## config.mk

```make
export PLATFORM = sky130hd
export DESIGN_NAME = fifo_lvl_ctrl
export DESIGN_NICKNAME = d
export VERILOG_FILES = /design/src/rtl/fifo_lvl_pkg.sv /design/src/rtl/fifo_lvl_cfg.sv /design/src/rtl/fifo_lvl_cross.sv /design/src/rtl/fifo_lvl_ready.sv /design/src/rtl/fifo_lvl_rts.sv /design/src/rtl/fifo_lvl_ctrl.sv
export SDC_FILE = /design/constraint.sdc
export NUM_CORES = 1
export LEC_CHECK = 0
export ABC_AREA = 1
export ABC_CLOCK_PERIOD_IN_PS = 1550
export BUFFER_PORTS_ARGS = -buffer_cell sky130_fd_sc_hd__buf_2
export CAP_MARGIN = 5
export CORE_ASPECT_RATIO = 0.5
export CORE_MARGIN = 2
export CORE_UTILIZATION = 48
export CTS_BUF_LIST = sky130_fd_sc_hd__clkbuf_8
export CTS_CLUSTER_SIZE = 24
export DETAILED_ROUTE_END_ITERATION = 16
export PLACE_DENSITY_LB_ADDON = 0.1
export SYNTH_ARGS = -nofsm -noshare
export SYNTH_HDL_FRONTEND = slang
export SYNTH_SLANG_ARGS = --single-unit
```

## constraint.sdc

```tcl
create_clock -name clk -period 1.55 [get_ports clk]
set_input_delay 0.31 -clock clk [delete_from_list [all_inputs] [get_ports clk]]
set_output_delay 0.31 -clock clk [all_outputs]
set_load 0.02 [all_outputs]
```

## src/rtl/fifo_lvl_pkg.sv

```systemverilog
package fifo_lvl_pkg;
  localparam int TH_W = 6;

  typedef enum logic [1:0] {
    GRAN_ONE  = 2'd0,
    GRAN_TWO  = 2'd1,
    GRAN_FOUR = 2'd2,
    GRAN_RSVD = 2'd3
  } gran_e;

  typedef struct packed {
    logic [TH_W-1:0] rx_lo_th;
    logic [TH_W-1:0] rx_hi_th;
    logic [TH_W-1:0] tx_lo_th;
    logic            rts_en;
    gran_e           rx_gran;
    gran_e           tx_gran;
  } lvl_cfg_t;

  // entries or slots demanded by a granularity code; reserved acts as one
  function automatic int gran_need(gran_e g);
    case (g)
      GRAN_TWO:  return 2;
      GRAN_FOUR: return 4;
      default:   return 1;
    endcase
  endfunction
endpackage

```

## src/rtl/fifo_lvl_cfg.sv

```systemverilog
module fifo_lvl_cfg
  import fifo_lvl_pkg::*;
(
  input  logic        clk,
  input  logic        rst_n,
  input  logic        en,
  input  logic        wr,
  input  logic [31:0] wdata,
  output lvl_cfg_t    cfg_q,
  output logic [31:0] rdata
);
  always_ff @(posedge clk or negedge rst_n) begin
    if (!rst_n) begin
      cfg_q <= '0;
    end else if (wr) begin
      cfg_q.rx_lo_th <= wdata[29:24];
      cfg_q.rx_hi_th <= wdata[21:16];
      cfg_q.tx_lo_th <= wdata[13:8];
      cfg_q.rts_en   <= wdata[7];
      cfg_q.rx_gran  <= gran_e'(wdata[5:4]);
      cfg_q.tx_gran  <= gran_e'(wdata[1:0]);
    end
  end

  logic [31:0] packed_word;
  assign packed_word = {2'b00, cfg_q.rx_lo_th, 2'b00, cfg_q.rx_hi_th,
                        2'b00, cfg_q.tx_lo_th, cfg_q.rts_en, 1'b0,
                        cfg_q.rx_gran, 2'b00, cfg_q.tx_gran};
  assign rdata = en ? packed_word : 32'd0;
endmodule

```

## src/rtl/fifo_lvl_cross.sv

```systemverilog
module fifo_lvl_cross #(
  parameter int CW   = 6,
  parameter int TW   = 6,
  parameter bit RISE = 1'b1
) (
  input  logic          clk,
  input  logic          rst_n,
  input  logic          en,
  input  logic          clr,
  input  logic [CW-1:0] cnt,
  input  logic [TW-1:0] th,
  output logic          flag
);
  logic [CW-1:0] prev_q;
  logic          hit;

  generate
    if (RISE) begin : g_up
      assign hit = (int'(prev_q) < int'(th)) && (int'(cnt) >= int'(th));
    end else begin : g_down
      assign hit = (int'(prev_q) > int'(th)) && (int'(cnt) <= int'(th));
    end
  endgenerate

  always_ff @(posedge clk or negedge rst_n) begin
    if (!rst_n) begin
      prev_q <= '0;
      flag   <= 1'b0;
    end else begin
      prev_q <= cnt;
      flag   <= (flag & ~clr) | (en & hit);
    end
  end
endmodule

```

## src/rtl/fifo_lvl_ready.sv

```systemverilog
module fifo_lvl_ready
  import fifo_lvl_pkg::*;
#(
  parameter int DEPTH = 32,
  parameter int CW    = 6
) (
  input  logic          en,
  input  gran_e         rx_gran,
  input  gran_e         tx_gran,
  input  logic [CW-1:0] rx_count,
  input  logic [CW-1:0] tx_count,
  output logic          rx_ready,
  output logic          tx_ready
);
  int rx_need, tx_need, tx_free;

  always_comb begin
    rx_need  = en ? gran_need(rx_gran) : 1;
    tx_need  = en ? gran_need(tx_gran) : 1;
    tx_free  = DEPTH - int'(tx_count);
    rx_ready = int'(rx_count) >= rx_need;
    tx_ready = tx_free >= tx_need;
  end
endmodule

```

## src/rtl/fifo_lvl_rts.sv

```systemverilog
module fifo_lvl_rts #(
  parameter int CW = 6,
  parameter int TW = 6
) (
  input  logic          clk,
  input  logic          rst_n,
  input  logic          active,
  input  logic [CW-1:0] rx_count,
  input  logic [TW-1:0] th_hi,
  input  logic [TW-1:0] th_lo,
  output logic          rts
);
  logic go_high, go_low;
  assign go_high = int'(rx_count) >= int'(th_hi);
  assign go_low  = int'(rx_count) <= int'(th_lo);

  always_ff @(posedge clk or negedge rst_n) begin
    if (!rst_n)       rts <= 1'b0;
    else if (!active) rts <= 1'b0;
    else if (go_high) rts <= 1'b1;
    else if (go_low)  rts <= 1'b0;
  end
endmodule

```

## src/rtl/fifo_lvl_ctrl.sv

```systemverilog
module fifo_lvl_ctrl
  import fifo_lvl_pkg::*;
#(
  parameter int DEPTH = 32,
  localparam int CW   = $clog2(DEPTH + 1)
) (
  input  logic          clk,
  input  logic          rst_n,
  input  logic          fifo_en,
  input  logic          cfg_wr,
  input  logic [31:0]   cfg_wdata,
  output logic [31:0]   cfg_rdata,
  input  logic [CW-1:0] rx_count,
  input  logic [CW-1:0] tx_count,
  input  logic          flag_clr,
  output logic          rx_hi_flag,
  output logic          rx_lo_flag,
  output logic          tx_lo_flag,
  output logic          rx_ready,
  output logic          tx_ready,
  output logic          rts
);
  lvl_cfg_t cfg_q;

  fifo_lvl_cfg u_cfg (
    .clk(clk), .rst_n(rst_n), .en(fifo_en), .wr(cfg_wr),
    .wdata(cfg_wdata), .cfg_q(cfg_q), .rdata(cfg_rdata)
  );

  // slot 0: receive upward, slot 1: receive downward, slot 2: transmit downward
  logic [CW-1:0]   lvl [3];
  logic [TH_W-1:0] th  [3];
  logic [2:0]      flg;

  assign lvl[0] = rx_count;
  assign lvl[1] = rx_count;
  assign lvl[2] = tx_count;
  assign th[0]  = cfg_q.rx_hi_th;
  assign th[1]  = cfg_q.rx_lo_th;
  assign th[2]  = cfg_q.tx_lo_th;

  for (genvar g = 0; g < 3; g++) begin : g_cross
    fifo_lvl_cross #(.CW(CW), .TW(TH_W), .RISE(g == 0)) u_cross (
      .clk(clk), .rst_n(rst_n), .en(fifo_en), .clr(flag_clr),
      .cnt(lvl[g]), .th(th[g]), .flag(flg[g])
    );
  end

  assign rx_hi_flag = flg[0];
  assign rx_lo_flag = flg[1];
  assign tx_lo_flag = flg[2];

  fifo_lvl_ready #(.DEPTH(DEPTH), .CW(CW)) u_ready (
    .en(fifo_en), .rx_gran(cfg_q.rx_gran), .tx_gran(cfg_q.tx_gran),
    .rx_count(rx_count), .tx_count(tx_count),
    .rx_ready(rx_ready), .tx_ready(tx_ready)
  );

  fifo_lvl_rts #(.CW(CW), .TW(TH_W)) u_rts (
    .clk(clk), .rst_n(rst_n), .active(fifo_en & cfg_q.rts_en),
    .rx_count(rx_count), .th_hi(cfg_q.rx_hi_th), .th_lo(cfg_q.rx_lo_th),
    .rts(rts)
  );
endmodule

```

[Word-level counts from Yosys, hierarchy flattened]
Index checks and enable logic that the tools add are counted.
Word-level totals
  output and inout port bits: 38
  bits of input ports: 49
  bits in registers: 39
Cells by class
  add/sub/neg operators: 1
  multiplexer cells: 8
  reduce and logical (&&, ||, !) cells: 3
  eq/ne operators: 5
  bitwise logic cells: 11
  magnitude comparators: 8
Operators by type and width (number)
  greater-or-equal comparator 32 bit: 1
  greater-or-equal comparator 7 x 32 -> 1 bit: 1
  two-way mux 30 bit: 1
  greater-than comparator 6 bit: 2
  less-or-equal comparator 6 bit: 2
  case mux 3 bit (2 select lines): 2
  bitwise AND 1 bit: 7
  subtractor 6 x 6 -> 7 bit, first input constant: 1
  greater-or-equal comparator 6 bit: 1
  less-than comparator 6 bit: 1
  two-way mux 3 bit: 2
  equality test 2 x 1 -> 1 bit, second input constant: 2
  equality test 2 bit, second input constant: 2
  logical AND 1 bit: 3
  two-way mux 1 bit: 3
  != test 3 bit, second input constant: 1
  bitwise OR 1 bit: 3
  inverter 1 bit: 1

[Depth between registers and ports, before layout]
Gate-level depths: netlist (run 1).
  depth after elaboration: 4
  mapped depth: 10
  gate-level depth less buffers: 10

[By module]
Synthesis (run 1) repeated with hierarchy kept, for this count alone.
Second synthesis, totals
  cell total of the unflattened synthesis: 463
  area total of the unflattened synthesis: 3345.7 um2
By module, submodules not included
  fifo_lvl_cfg: area an instance 1129.8 um2, sequential area each 575.6 um2, cells each 155, times used 1
  fifo_lvl_cross (g_cross[1].u_cross ...): area an instance 510.5 um2, sequential area each 175.2 um2, cells each 64, times used 2
  fifo_lvl_cross (g_cross[0].u_cross): area an instance 489.2 um2, sequential area each 175.2 um2, cells each 62, times used 1
  fifo_lvl_rts: area an instance 380.4 um2, sequential area each 25.0 um2, cells each 63, times used 1
  fifo_lvl_ready: area an instance 317.8 um2, sequential area each 0.0 um2, cells each 53, times used 1
  fifo_lvl_ctrl: area an instance 7.5 um2, sequential area each 0.0 um2, cells each 2, times used 1

[Worst setup path before layout (run 1)]
No wires, ideal clock.
  path type: register to output
  start point: register u_cfg.cfg_q[2] (netlist name)
  end point: output port rx_ready
  cell stages (with the launch flop): 10
  arrival: 1615 ps
  path slack: -375 ps
  cell sequence: dfrtp_1 > inv_1 > ha_1 > inv_1 > nand2_1 > ha_1 > inv_1 > nand2_1 > a21oi_1 > o21ai_0
On the way
  longest elaborated chain between the ends: 4
Ends and longest elaborated chain
  equality test 2 bit / equality test 2 x 1 -> 1 bit (equally long branches): line fifo_lvl_pkg.sv:22  | case (g)
  case mux 3 bit (2 select lines) *: line fifo_lvl_pkg.sv:22
  two-way mux 3 bit *: line fifo_lvl_ready.sv:18  | rx_need = en ? gran_need(rx_gran) : 1;
  greater-or-equal comparator 7 x 32 -> 1 bit *: line fifo_lvl_ready.sv:21  | rx_ready = int'(rx_count) >= rx_need;
  end, declared: line fifo_lvl_ctrl.sv:19  | output logic rx_ready,
Mark *: on every way between the ends. The rest lies on a longest branch, timed or not.

[Final worst setup path (run 1)]
  start point: register u_cfg.cfg_q[1] (netlist name)
  end point: output port tx_ready
On the way
  longest elaborated chain between the ends: 4
Ends and longest elaborated chain
  equality test 2 bit / equality test 2 x 1 -> 1 bit (equally long branches): line fifo_lvl_pkg.sv:22
  case mux 3 bit (2 select lines) *: line fifo_lvl_pkg.sv:22
  two-way mux 3 bit *: line fifo_lvl_ready.sv:19  | tx_need = en ? gran_need(tx_gran) : 1;
  greater-or-equal comparator 32 bit *: line fifo_lvl_ready.sv:22  | tx_ready = tx_free >= tx_need;
  end, declared: line fifo_lvl_ctrl.sv:20  | output logic tx_ready,
Marks and branches as above.

==> impl_metrics.yaml, run 1 <==
final_layout:
  final_util_pct: 62.6
  nets: 533
  fillers: 524
  num_antenna_cells: 0
  stdcell_area_sq_um: 3440
  mostFrequentLayoutCell: "nand2_1"
  final_cell_mix: "nand2_1, inv_1, buf_2"
  area_delta_synth_final_pct: 25.4
  layout-drive-gt1-share_pct: 26.2
  fin_cells: 512
power:
  p_switching_uw: 937
  internal_power_mw: 1.85
  switching_share_pct: 33.6
  seq_power_share_pct: 41.4
  p_per_area_nw_per_um2: 810
  pwr-share-clk_pct: 27.7
  comb_power_share_pct: 30.9
  vdd_drop_max_v: 0.000404
  power_mw: 2.79
  leakage_nw: 2.11
sta:
  setup_violations: 2
  grt_setup_unrepaired: "yes"
  final.period_utilization_pct: 141
  setup_slack_ps: -640
  skew_ps: 5.98
  drv_slew: 0
  hold_violations: 0
  fin_hold_ws_ps: 132
  fmax_mhz: 457
  post-route-min-period_ps: 2190
setup_path:
  crit_path_end_kind: "output port"
  startpoint: "u_cfg.cfg_q[1]"
  crit_top_cell: "a21oi_2"
  cp_slowest_cell: "dfrtp_1"
  r2r_cells: 8
  cp_max_fo: 2
  critPathLaunchType: "register"
  critical_path_arrival_ps: 1880
  r2r-start: "u_cfg.cfg_q[22]"
  worstSetupPathType: "register to output port"
  r2r_slack_ps: 160
  rr_endpoint: "g_cross[1].u_cross.flag"
  critPathRequiredTime_ps: 1240
  slowest_delay_ps: 420
  path_cells: "buf_6 > inv_4 > ha_4 > nand2_2 > ha_1 > o21ai_1 > nand2_1 > a21oi_2 > a21oi_2 > buf_4"
  cpLargestDelayFamily: "flip-flops"
  critPathBufInv: 3
placed_design:
  dpl_cell_area_sq_um: 3250
  gp_congestion: 0.792
  portBuffers: 68
  dpl.cell_count: 502
  dp_hpwl_microns: 4850
detailed_routing:
  routed_wl_microns: 5960
  drtAntennaViolNets: 0
  remaining_drc_errors: 0
  wl_per_cell_microns: 11.6
  drtIter0Drc: 72
  vias_per_cell: 4.70
  dr_total_vias: 2406
  firstDrtPassIters: 4
synth:
  seq_area_frac_synth_pct: 35.6
  ys_ff_latch: 39
  syn_inst: 355
  syn_area_sq_um: 2740
  syn_area_per_cell_sq_um: 7.73
  ys_warn_count: 0
  synth_cell_types: 20
die:
  ioPinCount: 87
  fp.dieH_microns: 57.5
  die-area_sq_um: 6370
  core.rowCount: 19
  start_util_pct: 49.9
  die_x_microns: 111
  fp.coreArea_sq_um: 5490
worst_hold_path:
  hold_depth: 1
  min-delay-start: "tx_count[0]"
  whs_endpoint: "g_cross[2].u_cross.prev_q[0]"
  hold_path.class: "input port to register"
clock_tree:
  cts_tree: "built"
  cts_buffer_depth: 2
  worstSkewPairLatency_ps: 300
  cts-root-buf: "clkbuf_8"
  path_clk_slew_ps: 70
  numCtsBuffers: 5
  clock-sinks: 39
  htree_levels: 2
grt:
  grt_pass1_wl_microns: 10400
  grt_use_total_pct: 20.3
  grt_start_max_net_pins: 29
  gr-total-overflow: 0
  grt_pass1_vias: 2396
  antenna_found_initial: 0
job:
  drv_cap: 0
run_status:
  status: "complete, but fails checks"
  violations: "negative setup slack"
## per-layer routing
metal	vias up	wire [microns]	track usage [%]
met5	-	0	0
met4	0	61	5.36
met3	9	241	4.14
met2	50	2890	36.7
met1	1112	2760	25.3
li1	1235	-	-
## power by group through the flow
stage	Sequential (mW)	Combinational, mW	Clock (mW)
after detailed placement	1.17	0.831	0
after floorplan	1.18	0.533	0
final	1.15	0.861	0.771
after global placement	1.17	0.799	0
after CTS	1.15	0.847	0.792
after global routing	1.17	0.998	0.836
## synth_stat cells
master | n | area [sq um]
mux2_2 | 3 | 33.8
xnor2_1 | 1 | 8.76
nand2_2 | 2 | 12.5
conb_1 | 1 | 3.75
nor2_1 | 9 | 33.8
ha_1 | 46 | 576
nor4_1 | 1 | 6.26
inv_1 | 79 | 297
buf_2 | 8 | 40.0
nand2_1 | 101 | 379
a31oi_1 | 1 | 6.26
nand3_2 | 2 | 20.0
dfrtp_1 | 39 | 976
nand3_1 | 11 | 55.1
a21oi_2 | 1 | 8.76
a21oi_1 | 12 | 60.1
buf_4 | 9 | 67.6
o21bai_1 | 3 | 22.5
nor2_4 | 1 | 11.3
o21ai_0 | 25 | 125
## area by class of cell
| class | instances | area [sq um] | share of cell area, % |
|---|---|---|---|
| repair buffers | 85 | 510 | 14.8 |
| well taps | 73 | 91.3 | 2.66 |
| flip-flops and latches | 39 | 976 | 28.4 |
| clock buffers | 7 | 96.3 | 2.80 |
| multi-input cells | 228 | 1460 | 42.5 |
| inverters | 79 | 299 | 8.69 |
| clock inverters | 1 | 3.75 | 0.109 |
## repair_timing
action                                  4_1_cts  5_1_grt
gates resized for setup                       6       13
hold buffers                                  1        0
endpoints found under the hold margin        16        0
pin swaps                                     0        6
setup buffers                                 0        1
endpoints found under the setup margin        2        2
## worst max-delay path by stage
stage | endpoint | slack (ps) | cells after the start
after floorplan | tx_ready | -190 | 9
after global placement | tx_ready | -300 | 10
after detailed placement | tx_ready | -360 | 10
after CTS | tx_ready | -690 | 10
after global routing | tx_ready | -760 | 10
final | tx_ready | -640 | 10
## stage by stage
stage | worst slack, ps | setup TNS (ps)
floorplan | -188 | -320
global placement | -303 | -549
detailed placement | -358 | -687
CTS | -688 | -1230
global route | -757 | -1390
finish | -640 | -1160
## logic make-up (layout without fill, tap and decap cells)
kind of cell / Yosys count / after routing / synth area share [%]
AND/OR/NAND/NOR: 127 / 127 / 18.9
buffers and inverters: 96 / 172 / 14.7
adder cells (fa/ha/maj): 46 / 46 / 21.0
AO/OA/AOI/OAI: 42 / 42 / 8.12
flip-flops: 39 / 39 / 35.6
multiplexers: 3 / 3 / 1.23
other: 1 / 9 / 0.137
XOR/XNOR: 1 / 1 / 0.319
## flip-flops by register name, indices dropped and copies added, names as in the netlist
name / count
u_cfg.cfg_q: 23
g_cross.u_cross.prev_q: 12
g_cross.u_cross.flag: 3
u_rts.rts: 1
Note: power is estimated with default switching activity, not from simulation.
==> run 2: changes to the inputs <==
- ABC_CLOCK_PERIOD_IN_PS: 1550 -> 1900
- clock period: 1.55 -> 1.9 ns (I/O delays scaled with it)
==> run 2 against run 1 <==
Effect of this change: the run still ends with negative setup slack left; via count down 1.7%; critical path depth down 1; sequential power is 18% lower; highest routed layer unchanged; setup slack improved by 290 ps; critical path type unchanged; largest cell class unchanged.
==> impl_metrics.yaml, run 2 (synthesis gave the netlist of run 1 again) <==
setup_path:
  critPathLaunchType: "register"
  cpLargestDelayFamily: "adder cells"
  worstSetupPathDepth: 9
  critical_path_arrival_ps: 1870
  critPathRequiredTime_ps: 1520
  r2r_cells: 10
  worstSetupPathType: "register to output port"
  critPathBufInv: 2
  crit_path_end_kind: "output port"
  cp_max_fo: 2
  cp_slowest_cell: "dfrtp_1"
  path_cells: "ha_1 > inv_1 > nand2_1 > ha_1 > o21ai_1 > nand2_1 > a21oi_2 > a21oi_2 > buf_6"
  slowest_delay_ps: 390
sta:
  slew_headroom_pct: 65.5
  worst_slew_pin_slew_ps: 517
  final.period_utilization_pct: 118
  post-route-min-period_ps: 2250
  fin_hold_ws_ps: 124
  grt_setup_unrepaired: "yes"
  skew_ps: 3.46
  setup_violations: 2
  drv_slew: 0
  setup_slack_ps: -347
  fmax_mhz: 445
  hold_violations: 0
grt:
  grt_use_total_pct: 19.4
  grt_start_max_net_pins: 40
  gr-total-overflow: 0
  grt_pass1_wl_microns: 9890
  antenna_found_initial: 0
  grt_pass1_vias: 2266
run_status:
  status: "complete, but fails checks"
  violations: "negative setup slack"
final_layout:
  num_antenna_cells: 0
  layout-drive-gt1-share_pct: 23.7
  fillers: 522
  stdcell_area_sq_um: 3350
  largest_reg_flops: 23
  top_register: "u_cfg.cfg_q"
  top_regs: "u_cfg.cfg_q: 23 flops, g_cross.u_cross.prev_q: 12 flops, g_cross.u_cross.flag: 3 flops"
  mostFrequentLayoutCell: "nand2_1"
  final_cell_mix: "nand2_1, inv_1, buf_2"
  nets: 528
  area_delta_synth_final_pct: 22.1
placed_design:
  gp_congestion: 0.767
  portBuffers: 68
  pre_cts_ws_ps: -128
  dpl_cell_area_sq_um: 3200
  dp_hpwl_microns: 4680
clock_tree:
  path_clk_slew_ps: 80
  worstSkewPairLatency_ps: 300
  numCtsBuffers: 5
  cts_buffer_depth: 2
  cts-root-buf: "clkbuf_8"
  clock-sinks: 39
  cts_hold_buf: 0
  postCtsSetupBuffers: 0
  htree_levels: 2
  cts_tree: "built"
detailed_routing:
  wl_per_cell_microns: 11.4
  routed_wl_microns: 5770
  drtAntennaViolNets: 0
  remaining_drc_errors: 0
  vias_per_cell: 4.66
  firstDrtPassIters: 4
  dr_total_vias: 2365
  drtIter0Drc: 67
die:
  core.rowCount: 19
  fp.coreArea_sq_um: 5490
  fp.dieH_microns: 57.5
  ioPinCount: 87
  die-area_sq_um: 6370
  start_util_pct: 49.9
  die_x_microns: 111
power:
  vdd_drop_max_v: 0.000361
  p_per_area_nw_per_um2: 699
  leakage_nw: 2.09
job:
  drv_cap: 0
worst_hold_path:
  hold_path.class: "input port to async pin"
run 2: repair_timing:
| item | in CTS | in global routing |
|---|---|---|
| hold endpoints to repair | 0 | 0 |
| pin swaps | 4 | 5 |
| resized for setup | 8 | 1 |
| endpoints found under the setup margin | 2 | 2 |
run 2: layout make-up:
| type | instances | area [sq um] | share of cell area [%] |
|---|---|---|---|
| Timing Repair Buffer | 80 | 452 | 13.5 |
| Inverter | 79 | 297 | 8.85 |
| Multi-Input combinational cell | 228 | 1420 | 42.3 |
| Sequential cell | 39 | 976 | 29.1 |
| Clock buffer | 6 | 82.6 | 2.47 |
| Tap cell | 73 | 91.3 | 2.73 |
| Clock inverter | 2 | 35.0 | 1.05 |
run 2: final timing paths:
path / startpoint / endpoint / slack (ps)
worst max register to register: u_cfg.cfg_q[22] / g_cross[1].u_cross.flag / 520
max in group asynchronous: rst_n / u_cfg.cfg_q[7] / 1410
min in group clk: rx_count[0] / g_cross[1].u_cross.prev_q[0] / 200
worst min register to register: g_cross[0].u_cross.flag / g_cross[0].u_cross.flag / 480
worst max-delay path: u_cfg.cfg_q[1] / tx_ready / -350
worst min-delay path: rst_n / u_cfg.cfg_q[13] / 120
run 2: routing by layer:
layer  routed length (microns)  track usage, %  part of all wire (%)  up-vias
met2                      2760            35.1                    48       45
met1                      2730            24.1                    47     1091
met5                         0               0                     0        -
met3                       221            3.83                   3.8        7
li1                          -               -                     -     1222
met4                        61            5.89                   1.1        0
run 2: report_power, final:
| part | switching (mW) | internal [mW] |
|---|---|---|
| combinational | 0.406 | 0.262 |
| clock | 0.308 | 0.425 |
| sequential | 0.0411 | 0.900 |
run 2: metrics by stage:
| stage | util, % | power, mW | TNS [ps] | cells |
|---|---|---|---|---|
| 6_report | 61.0 | 2.34 | -605 | 507 |
| 5_1_grt | 61.0 | 2.50 | -850 | 507 |
| 4_1_cts | 60.9 | 2.36 | -662 | 507 |
| 3_5_place_dp | 58.3 | 1.62 | -128 | 499 |
| 3_3_place_gp | 58.3 | 1.59 | -95.8 | 499 |
| 2_1_floorplan | - | 1.40 | 0 | 363 |
